## config.mk

```make
export PLATFORM = sky130hd
export DESIGN_NAME = sig_hdlc_tx
export DESIGN_NICKNAME = d
export VERILOG_FILES = /design/src/rtl/sig_hdlc_pkg.sv /design/src/rtl/hdlc_byte_buffer.sv /design/src/rtl/hdlc_fcs16.sv /design/src/rtl/sig_hdlc_tx.sv
export SDC_FILE = /design/constraint.sdc
export NUM_CORES = 1
export LEC_CHECK = 0
export BUFFER_PORTS_ARGS = -buffer_cell sky130_fd_sc_hd__buf_2
export CORE_ASPECT_RATIO = 0.7
export CORE_MARGIN = 8
export CORE_UTILIZATION = 45
export CTS_CLUSTER_SIZE = 24
export DETAILED_ROUTE_END_ITERATION = 8
export SLEW_MARGIN = 20
export SYNTH_ARGS = -nofsm -noshare
export SYNTH_HDL_FRONTEND = slang
export SYNTH_SLANG_ARGS = --single-unit
export TNS_END_PERCENT = 30
```

## constraint.sdc

```tcl
create_clock -name clk_i -period 2.9 [get_ports clk_i]
set_input_delay 0.145 -clock clk_i [delete_from_list [all_inputs] [get_ports clk_i]]
set_output_delay 0.145 -clock clk_i [all_outputs]
set_load 0.02 [all_outputs]
```

## src/rtl/sig_hdlc_pkg.sv

```systemverilog
package sig_hdlc_pkg;
  typedef enum logic [1:0] {
    U_FLAG  = 2'd0,
    U_DATA  = 2'd1,
    U_FCS   = 2'd2,
    U_ABORT = 2'd3
  } unit_e;

  localparam logic [7:0]  FLAG_BYTE    = 8'h7E;
  localparam logic [7:0]  ABORT_BYTE   = 8'hFE;  // LSB first: 0 then seven 1s
  localparam logic [15:0] CRC_POLY_RFL = 16'h8408;
  localparam int unsigned STUFF_RUN    = 5;
endpackage

```

## src/rtl/hdlc_byte_buffer.sv

```systemverilog
module hdlc_byte_buffer #(
  parameter int unsigned DATA_W = 8
) (
  input  logic              clk_i,
  input  logic              rst_ni,
  input  logic              flush_i,
  input  logic              wr_i,
  input  logic [DATA_W-1:0] wr_data_i,
  input  logic              wr_last_i,
  input  logic              take_i,
  output logic              full_o,
  output logic [DATA_W-1:0] data_o,
  output logic              last_o
);
  logic              full_q;
  logic [DATA_W-1:0] data_q;
  logic              last_q;

  always_ff @(posedge clk_i or negedge rst_ni) begin
    if (!rst_ni) begin
      full_q <= 1'b0;
      data_q <= '0;
      last_q <= 1'b0;
    end else if (flush_i) begin
      full_q <= 1'b0;
    end else if (wr_i && !full_q) begin
      full_q <= 1'b1;
      data_q <= wr_data_i;
      last_q <= wr_last_i;
    end else if (take_i) begin
      full_q <= 1'b0;
    end
  end

  assign full_o = full_q;
  assign data_o = data_q;
  assign last_o = last_q;

  assert_write_when_full_ignored_R4: assert property (@(posedge clk_i) disable iff (!rst_ni)
    (full_q && wr_i && !take_i && !flush_i) |=> ($stable(data_q) && $stable(last_q) && full_q));

  assert_take_frees_holding_R5: assert property (@(posedge clk_i) disable iff (!rst_ni)
    (take_i && !flush_i) |=> !full_q);
endmodule

```

## src/rtl/hdlc_fcs16.sv

```systemverilog
module hdlc_fcs16 #(
  parameter int unsigned      FCS_W = 16,
  parameter logic [FCS_W-1:0] POLY  = 16'h8408
) (
  input  logic             clk_i,
  input  logic             rst_ni,
  input  logic             init_i,
  input  logic             upd_i,
  input  logic             bit_i,
  output logic [FCS_W-1:0] crc_next_o
);
  logic [FCS_W-1:0] crc_q;
  logic [FCS_W-1:0] shifted;

  // reflected form: data enters LSB first
  always_comb begin
    shifted = crc_q >> 1;
    if (crc_q[0] ^ bit_i) shifted = shifted ^ POLY;
    crc_next_o = upd_i ? shifted : crc_q;
  end

  always_ff @(posedge clk_i or negedge rst_ni) begin
    if (!rst_ni)     crc_q <= '1;
    else if (init_i) crc_q <= '1;
    else if (upd_i)  crc_q <= shifted;
  end
endmodule

```

## src/rtl/sig_hdlc_tx.sv

```systemverilog
module sig_hdlc_tx
  import sig_hdlc_pkg::*;
#(
  parameter int unsigned DATA_W = 8,
  parameter int unsigned FCS_W  = 16
) (
  input  logic              clk_i,
  input  logic              rst_ni,
  input  logic              enable_i,
  input  logic              bit_en_i,
  input  logic              wr_i,
  input  logic [DATA_W-1:0] wr_data_i,
  input  logic              wr_last_i,
  output logic              ready_o,
  output logic              tx_o
);
  localparam int unsigned SH_W  = (FCS_W > DATA_W) ? FCS_W : DATA_W;
  localparam int unsigned CNT_W = $clog2(SH_W);
  localparam logic [CNT_W-1:0] DATA_END = CNT_W'(DATA_W - 1);
  localparam logic [CNT_W-1:0] FCS_END  = CNT_W'(FCS_W - 1);
  localparam logic [CNT_W-1:0] OCT_END  = CNT_W'(7);

  unit_e             unit_q;
  logic [SH_W-1:0]   sh_q;
  logic [CNT_W-1:0]  cnt_q;
  logic              last_q;
  logic [2:0]        ones_q;
  logic              stuff_q;
  logic              tx_q;

  logic              hold_full, hold_last, take;
  logic [DATA_W-1:0] hold_data;
  logic [FCS_W-1:0]  crc_next;
  logic              step, cur_bit, stuffable, unit_end, crc_init, crc_upd;
  logic [CNT_W-1:0]  end_cnt;
  logic [2:0]        ones_nx;

  assign step      = enable_i && bit_en_i;
  assign cur_bit   = sh_q[0];
  assign stuffable = (unit_q == U_DATA) || (unit_q == U_FCS);
  assign ones_nx   = cur_bit ? ones_q + 3'd1 : 3'd0;

  always_comb begin
    case (unit_q)
      U_DATA:  end_cnt = DATA_END;
      U_FCS:   end_cnt = FCS_END;
      default: end_cnt = OCT_END;
    endcase
  end

  assign unit_end = !stuff_q && (cnt_q == end_cnt);
  assign take     = step && unit_end && hold_full &&
                    ((unit_q == U_FLAG) || (unit_q == U_DATA && !last_q));
  assign crc_init = step && !stuffable;
  assign crc_upd  = step && !stuff_q && (unit_q == U_DATA);

  hdlc_byte_buffer #(.DATA_W(DATA_W)) u_buf (
    .clk_i     (clk_i),
    .rst_ni    (rst_ni),
    .flush_i   (!enable_i),
    .wr_i      (wr_i),
    .wr_data_i (wr_data_i),
    .wr_last_i (wr_last_i),
    .take_i    (take),
    .full_o    (hold_full),
    .data_o    (hold_data),
    .last_o    (hold_last)
  );

  hdlc_fcs16 #(.FCS_W(FCS_W), .POLY(FCS_W'(CRC_POLY_RFL))) u_fcs (
    .clk_i      (clk_i),
    .rst_ni     (rst_ni),
    .init_i     (crc_init),
    .upd_i      (crc_upd),
    .bit_i      (cur_bit),
    .crc_next_o (crc_next)
  );

  always_ff @(posedge clk_i or negedge rst_ni) begin
    if (!rst_ni) begin
      unit_q  <= U_FLAG;
      sh_q    <= SH_W'(FLAG_BYTE);
      cnt_q   <= '0;
      last_q  <= 1'b0;
      ones_q  <= '0;
      stuff_q <= 1'b0;
      tx_q    <= 1'b1;
    end else if (!enable_i) begin
      unit_q  <= U_FLAG;
      sh_q    <= SH_W'(FLAG_BYTE);
      cnt_q   <= '0;
      last_q  <= 1'b0;
      ones_q  <= '0;
      stuff_q <= 1'b0;
      tx_q    <= 1'b1;
    end else if (bit_en_i) begin
      if (stuff_q) begin
        tx_q    <= 1'b0;
        stuff_q <= 1'b0;
        ones_q  <= '0;
      end else begin
        tx_q <= cur_bit;
        if (stuffable) begin
          ones_q  <= ones_nx;
          stuff_q <= (ones_nx == 3'(STUFF_RUN));
        end else begin
          ones_q  <= '0;
        end
        if (!unit_end) begin
          sh_q  <= sh_q >> 1;
          cnt_q <= cnt_q + 1'b1;
        end else begin
          cnt_q <= '0;
          case (unit_q)
            U_FLAG: begin
              if (hold_full) begin
                unit_q <= U_DATA;
                sh_q   <= SH_W'(hold_data);
                last_q <= hold_last;
              end else begin
                sh_q   <= SH_W'(FLAG_BYTE);
              end
            end
            U_DATA: begin
              if (last_q) begin
                unit_q <= U_FCS;
                sh_q   <= SH_W'(~crc_next);
              end else if (hold_full) begin
                sh_q   <= SH_W'(hold_data);
                last_q <= hold_last;
              end else begin
                unit_q <= U_ABORT;
                sh_q   <= SH_W'(ABORT_BYTE);
              end
            end
            default: begin
              unit_q <= U_FLAG;
              sh_q   <= SH_W'(FLAG_BYTE);
            end
          endcase
        end
      end
    end
  end

  assign tx_o    = tx_q;
  assign ready_o = !hold_full;

  assert_idle_mark_when_off_R1: assert property (@(posedge clk_i) disable iff (!rst_ni)
    !enable_i |=> (tx_o && ready_o));

  assert_hold_between_grants_R3: assert property (@(posedge clk_i) disable iff (!rst_ni)
    (enable_i && !bit_en_i) |=> $stable(tx_o));

  assert_stuffed_bit_is_zero_R7: assert property (@(posedge clk_i) disable iff (!rst_ni)
    (step && stuff_q) |=> !tx_o);

  assert_run_limit_R7: assert property (@(posedge clk_i) disable iff (!rst_ni)
    ones_q <= 3'(STUFF_RUN));

  assert_abort_starts_with_zero_R9: assert property (@(posedge clk_i) disable iff (!rst_ni)
    (step && unit_q == U_ABORT && cnt_q == '0 && !stuff_q) |=> !tx_o);
endmodule

```

## Word-level counts from Yosys, hierarchy flattened

Cells that the tools add are included.

- Register bits: 54
- Input bits: 14
- Output and inout port bits: 2
- Word-level logic and storage cells: 95

- Add/sub/neg operators: 2
- Eq/ne operators: 11
- Muxes and demuxes: 47
- Bitwise logic cells: 3
- Reductions and logical operators: 21

Operators by type and width:

| kind | count |
|---|---|
| two-way mux 16 bit | 8 |
| case mux 16 bit (2 select lines) | 1 |
| two-way mux 4 bit | 5 |
| two-way mux 1 bit | 17 |
| two-way mux 8 bit | 2 |
| inverter 16 bit | 1 |
| two-way mux 3 bit | 5 |
| two-way mux 2 bit | 7 |
| logical AND 1 bit | 10 |
| AND reduction 5 bit | 2 |
| != test 3 x 1 -> 1 bit, second input constant | 2 |
| adder 4 x 1 -> 4 bit, second input constant | 1 |
| equality test 4 bit | 1 |
| logical NOT 1 bit | 4 |
| != test 2 x 1 -> 1 bit, second input constant | 2 |
| != test 4 bit, second input constant | 1 |
| case mux 2 bit (2 select lines) | 1 |
| AND reduction 2 bit | 2 |
| adder 3 x 1 -> 3 bit, second input constant | 1 |
| equality test 3 bit, second input constant | 1 |
| != test 3 x 2 -> 1 bit, second input constant | 1 |
| inverter 2 -> 3 bit | 1 |
| equality test 2 x 1 -> 1 bit, second input constant | 1 |
| equality test 2 bit, second input constant | 1 |
| 5 further kinds | 6 |

## Longest topological paths before layout

- Word-level depth: 11
- Depth in mapped cells: 8

## Modules after synthesis

From an unflattened synthesis, not the netlist that was laid out.

- Cells, all modules: 253
- Area, all modules: 2813.9 um2

By module, submodules not included:

| module | instances | cells each | area an instance (um2) |
|---|---|---|---|
| sig_hdlc_tx | 1 | 171 | 1585.3 |
| hdlc_fcs16 | 1 | 59 | 842.1 |
| hdlc_byte_buffer | 1 | 23 | 386.6 |

## Worst setup path after synthesis

Ideal clock, no wire load.

- Path type: register to register
- From: register unit_q[0]
- To: register sh_q[1]
- Library setup time: 94 ps
- Data arrival time: 1652 ps
- Slack: 1154 ps
- Stages on the path, launching flop included: 8
- Buffers on the path: 1
- Clock period less this slack: 1746 ps
- Path through: dfrtp_1 > inv_1 > ha_1 > xor2_1 > or4_1 > buf_2 > a221oi_2 > a211oi_1

- Cells in the longest elaborated chain, start to end: 10
- Elaborated cells between the ends (all ways): 15
- Those cells by class: eq/ne: 3; mux: 8; bitwise: 1; reduce/logical: 3

Ends and longest elaborated chain:

| element | line | source |
|---|---|---|
| start, declared | sig_hdlc_tx.sv:23 | `unit_e unit_q;` |
| start signal, assigned | sig_hdlc_tx.sv:81 | `unit_q <= U_FLAG;` |
| start signal, assigned | sig_hdlc_tx.sv:89 | `unit_q <= U_FLAG;` |
| start signal, assigned | sig_hdlc_tx.sv:117 | `unit_q <= U_DATA;` |
| equality test 2 x 1 -> 1 bit | sig_hdlc_tx.sv:55, sig_hdlc_tx.sv:114 |  |
| logical AND 1 bit | sig_hdlc_tx.sv:55 | `assign crc_upd = step && !stuff_q && (unit_q == U_DATA);` |
| two-way mux 16 bit | n/a |  |
| inverter 16 bit | sig_hdlc_tx.sv:127 | `sh_q <= SH_W'(~crc_next);` |
| two-way mux 16 bit | sig_hdlc_tx.sv:125 | `if (last_q) begin` |
| case mux 16 bit (2 select lines) | sig_hdlc_tx.sv:114 | `case (unit_q)` |
| two-way mux 16 bit * | sig_hdlc_tx.sv:109 | `if (!unit_end) begin` |
| two-way mux 16 bit * | sig_hdlc_tx.sv:97 | `if (stuff_q) begin` |
| two-way mux 16 bit * | sig_hdlc_tx.sv:96 | `end else if (bit_en_i) begin` |
| two-way mux 16 bit * | sig_hdlc_tx.sv:88 | `end else if (!enable_i) begin` |
| end signal, assigned | sig_hdlc_tx.sv:90 | `sh_q <= SH_W'(FLAG_BYTE);` |
| end signal, assigned | sig_hdlc_tx.sv:110 | `sh_q <= sh_q >> 1;` |
| end signal, assigned | sig_hdlc_tx.sv:118 | `sh_q <= SH_W'(hold_data);` |
| end, declared | sig_hdlc_tx.sv:24 | `logic [SH_W-1:0] sh_q;` |

Every way passes the cells marked *; elsewhere a longest branch is shown, timed or not. The select of a mux whose other input is x is not followed.
A chain may end at the register's enable or synchronous reset.

## Final worst setup path

- From: register unit_q[0]
- To: register sh_q[6]

The elaborated chain is that of the path after synthesis.

==> impl_table.tex <==
\begin{tabular}{lr}
\hline
Metric & Value \\
\hline
\multicolumn{2}{l}{\textbf{STA}} \\
Slew HR & between 50\% and 60\% \\
Sum of negative setup slack & 0 ns \\
Setup repair after global routing missed its margin & false \\
Achievable clock frequency & just under 500 MHz \\
Minimum clock period after layout & approximately 2 ns \\
Worst setup skew after layout & around 0.0062 ns \\
Total setup violations reported at the end of the flow & 0 \\
Number of pins with negative max-slew slack in the final report & 0 \\
Final period util & between 60\% and 70\% \\
Transition time at the pin with the least slew margin & about 0.65 ns \\
Total count of hold-check failures in the final report & 0 \\
\multicolumn{2}{l}{\textbf{Clock network}} \\
Deepest level of the CTS H-tree & 2 \\
Number of buffers inserted during clock tree synthesis & 5 \\
Number of buffers inserted for hold repair after clock tree synthesis & 0 \\
Root buffer selected by CTS & sky130\_fd\_sc\_hd\_\_clkbuf\_8 \\
Clock transition at path regs & 0.09 ns \\
Clock latency of the later-clocked register in the worst-skew pair & just over 0.3 ns \\
Maximum clock insertion buffer count & 2 \\
Post-cts gate resize count & 0 \\
Post-CTS Setup Inserts & 0 \\
TritonCTS Sinks & 54 \\
TritonCTS clock tree & built \\
\multicolumn{2}{l}{\textbf{Power and ir drop}} \\
Sequential Power Share & 58.9\% \\
Static leakage & 1.26 nW \\
Switching Fraction & 24.6\% \\
Internal power component & $\sim$1.0 mW \\
Net switching power figure & around 340 uW \\
VDD IR-drop max & around 0.27 mV \\
Clock power frac & 31.5\% \\
Pwr Density & around 480 nW/um2 \\
Power share of the combinational group & a little under a tenth \\
\multicolumn{2}{l}{\textbf{Cells and area}} \\
Highest-count cells in the layout ignoring fill and taps & sky130\_fd\_sc\_hd\_\_nand2\_1, sky130\_fd\_sc\_hd\_\_dfrtp\_1, sky130\_fd\_sc\_hd\_\_dfstp\_2, sky130\_fd\_sc\_hd\_\_o21ai\_0, sky130\_fd\_sc\_hd\_\_buf\_2 \\
Number of antenna cells inserted & 0 \\
Final design utilization & between 50\% and 60\% \\
Area added between synthesis and finish & 8.80\% \\
Net count of the finished layout & 286 \\
FILL cells & roughly 550 \\
Proportion of layout cells with a drive suffix above 1 & approximately a quarter \\
Commonest non-fill, non-tap cell in the layout & sky130\_fd\_sc\_hd\_\_nand2\_1 \\
\multicolumn{2}{l}{\textbf{Setup path}} \\
Critical Path RT & between 3 and 4 ns \\
WP data arrival & between 2 and 2.5 ns \\
Highest net fanout along the worst path & 8 \\
Kind of end point of the critical path & flip-flop \\
Nature of the critical path startpoint & flip-flop \\
Worst Setup Path Type & flip-flop to flip-flop \\
\multicolumn{2}{l}{\textbf{Detailed routing}} \\
DRC marker count from the first detailed-route iteration & 105 \\
Avg Vias per Cell & between 5 and 6 \\
First-pass detailed-route iteration total & 4 \\
Antenna Violating Nets Remaining & 0 \\
Overall via count from detail\_route & $\sim$1900 \\
Total Routed Length & roughly 5500 um \\
Routed WL per cell & around 16 um \\
Drc violations & 0 \\
\multicolumn{2}{l}{\textbf{Placement}} \\
GPL Wtd Cong & 0.850 \\
Number of I/O port buffers & 15 \\
Final HPWL from detailed placement & between 3000 and 4000 um \\
\multicolumn{2}{l}{\textbf{GRT}} \\
Gr usage total & a little over an eighth \\
Global-route wire length before repair & roughly 9000 um \\
Global-route congestion overflow total & 0 \\
Largest net degree at the start of global routing & between 40 and 50 \\
Global route hottest layer & met1 \\
Vias in the first global route & 1766 \\
Met1 global-route usage & 20.0\% \\
Antenna violations before repair & 0 \\
Grt met2 use & roughly 17\% \\
Met3 Use GR & under 10\% \\
\multicolumn{2}{l}{\textbf{Die}} \\
DIE AREA & 8660 um2 \\
Chip height & roughly 80 um \\
Floorplan core area & 5730 um2 \\
Initial core utilization & 46.4\% \\
Width of the chip & 108 um \\
Number of top-level pins & 16 \\
Placement row count & 23 \\
\multicolumn{2}{l}{\textbf{Run status}} \\
Status & complete, no violations \\
\multicolumn{2}{l}{\textbf{Yosys}} \\
Cell area after technology mapping & between 2000 and 3000 um2 \\
Count of different cell masters after synthesis & 42 \\
Syn Inst Count & 255 \\
Proportion of synthesized chip area in sequential cells & 51.9\% \\
Most frequently used flop master after synthesis & sky130\_fd\_sc\_hd\_\_dfrtp\_1 \\
Post-Syn Nets & roughly 270 \\
Fraction of registers with async set/reset & between 90\% and 100\% \\
Avg Inst Size Synth & $\sim$10 um2 \\
Post-synthesis sequential element count & 54 \\
Count of flip-flops with a built-in enable after synthesis & 0 \\
Yosys warning total & 0 \\
\multicolumn{2}{l}{\textbf{Run}} \\
Max-cap viol count & 0 \\
\multicolumn{2}{l}{\textbf{Hold path}} \\
Class of the tightest hold or removal check & input pin to flip-flop \\
\hline
\end{tabular}
==> final timing paths <==
path / startpoint / endpoint / slack, ns / depth (start not counted)
max in group asynchronous: rst_ni / sh_q[1] / 1.95 / 3
min in group asynchronous: rst_ni / u_buf.data_o[4] / 0.35 / 2
hold / removal: wr_data_i[0] / u_buf.data_o[0] / 0.06 / 2
hold reg to reg: u_fcs.crc_q[9] / u_fcs.crc_q[9] / 0.50 / 2
setup / recovery: unit_q[0] / sh_q[6] / 0.89 / 6
setup reg to reg: unit_q[0] / sh_q[6] / 0.89 / 6
==> registers in the layout (all words and copies together), names as in the netlist, 2 cells and up <==
name          count
sh_q             16
unit_q            2
u_fcs.crc_q      16
cnt_q             4
u_buf.data_o      8
ones_q            3
==> layer usage <==
| metal | vias to the layer above | part of all wire, % |
|---|---|---|
| met5 | - | 0 |
| met4 | 0 | 1.8 |
| met3 | 9 | 5.3 |
| met2 | 37 | 41 |
| met1 | 921 | 52 |
| li1 | 928 | - |
==> synth_stat cells, types with 7 or more instances <==
| cell type | number | share of area [%] |
|---|---|---|
| sky130_fd_sc_hd__nand3_1 | 13 | 2.4 |
| sky130_fd_sc_hd__dfrtp_1 | 31 | 29 |
| sky130_fd_sc_hd__o21ai_0 | 14 | 2.6 |
| sky130_fd_sc_hd__nor2_1 | 12 | 1.7 |
| sky130_fd_sc_hd__nand2b_1 | 10 | 2.4 |
| sky130_fd_sc_hd__nand2_1 | 42 | 5.9 |
| sky130_fd_sc_hd__mux2_2 | 9 | 3.8 |
| sky130_fd_sc_hd__inv_1 | 7 | 0.99 |
| sky130_fd_sc_hd__mux2i_1 | 7 | 2.6 |
| sky130_fd_sc_hd__dfstp_2 | 23 | 23 |
| sky130_fd_sc_hd__buf_2 | 7 | 1.3 |
==> area by class of cell <==
type                       count  area [um2]  area share [%]
clock inverter                 2        12.5           0.433
clock buffer                   6        82.6            2.86
multi-input combinational    180        1190            41.0
timing repair buffer          19         110            3.81
inverter                       7        26.3           0.909
sequential                    54        1380            47.7
tap                           75        93.8            3.25
==> power groups by stage <==
stage / sequential [mW] / clock [mW] / combinational [mW]
CTS: 0.819 / 0.457 / 0.134
floorplan: 0.823 / 0 / 0.0924
global route: 0.824 / 0.482 / 0.148
global placement: 0.832 / 0 / 0.132
finish: 0.818 / 0.438 / 0.133
detailed placement: 0.832 / 0 / 0.133
==> critical path: stages (launching register included) <==
cell	delay (ns)
sky130_fd_sc_hd__dfrtp_1	0.39
sky130_fd_sc_hd__inv_1	0.07
sky130_fd_sc_hd__ha_1	0.20
sky130_fd_sc_hd__xor2_1	0.19
sky130_fd_sc_hd__or4_1	0.74
sky130_fd_sc_hd__a221oi_2	0.25
sky130_fd_sc_hd__a211oi_1	0.07
==> per-stage QoR <==
stage	cells	power [mW]	cell area, um2	hold WS (ns)	setup WS [ns]
2_1_floorplan	255	0.916	2660	-0.151	1.15
3_3_place_gp	334	0.965	2780	0.368	0.969
3_5_place_dp	334	0.966	2780	0.363	0.928
4_1_cts	342	1.41	2880	0.0177	0.903
5_1_grt	343	1.45	2890	0.0477	0.798
6_report	343	1.39	2890	0.0586	0.889
==> cell families after synthesis <==
| group | after synthesis | synth area share (%) |
|---|---|---|
| and+or+nand+nor | 93 | 16.6 |
| AOI/OAI and AO/OA | 60 | 17.2 |
| DFF | 54 | 51.9 |
| buffers and inverters | 21 | 3.44 |
| muxes | 16 | 6.45 |
| xor gates and xnor gates | 6 | 1.98 |
| adders and majority gates | 5 | 2.35 |
(Power assumes the default switching activity.)
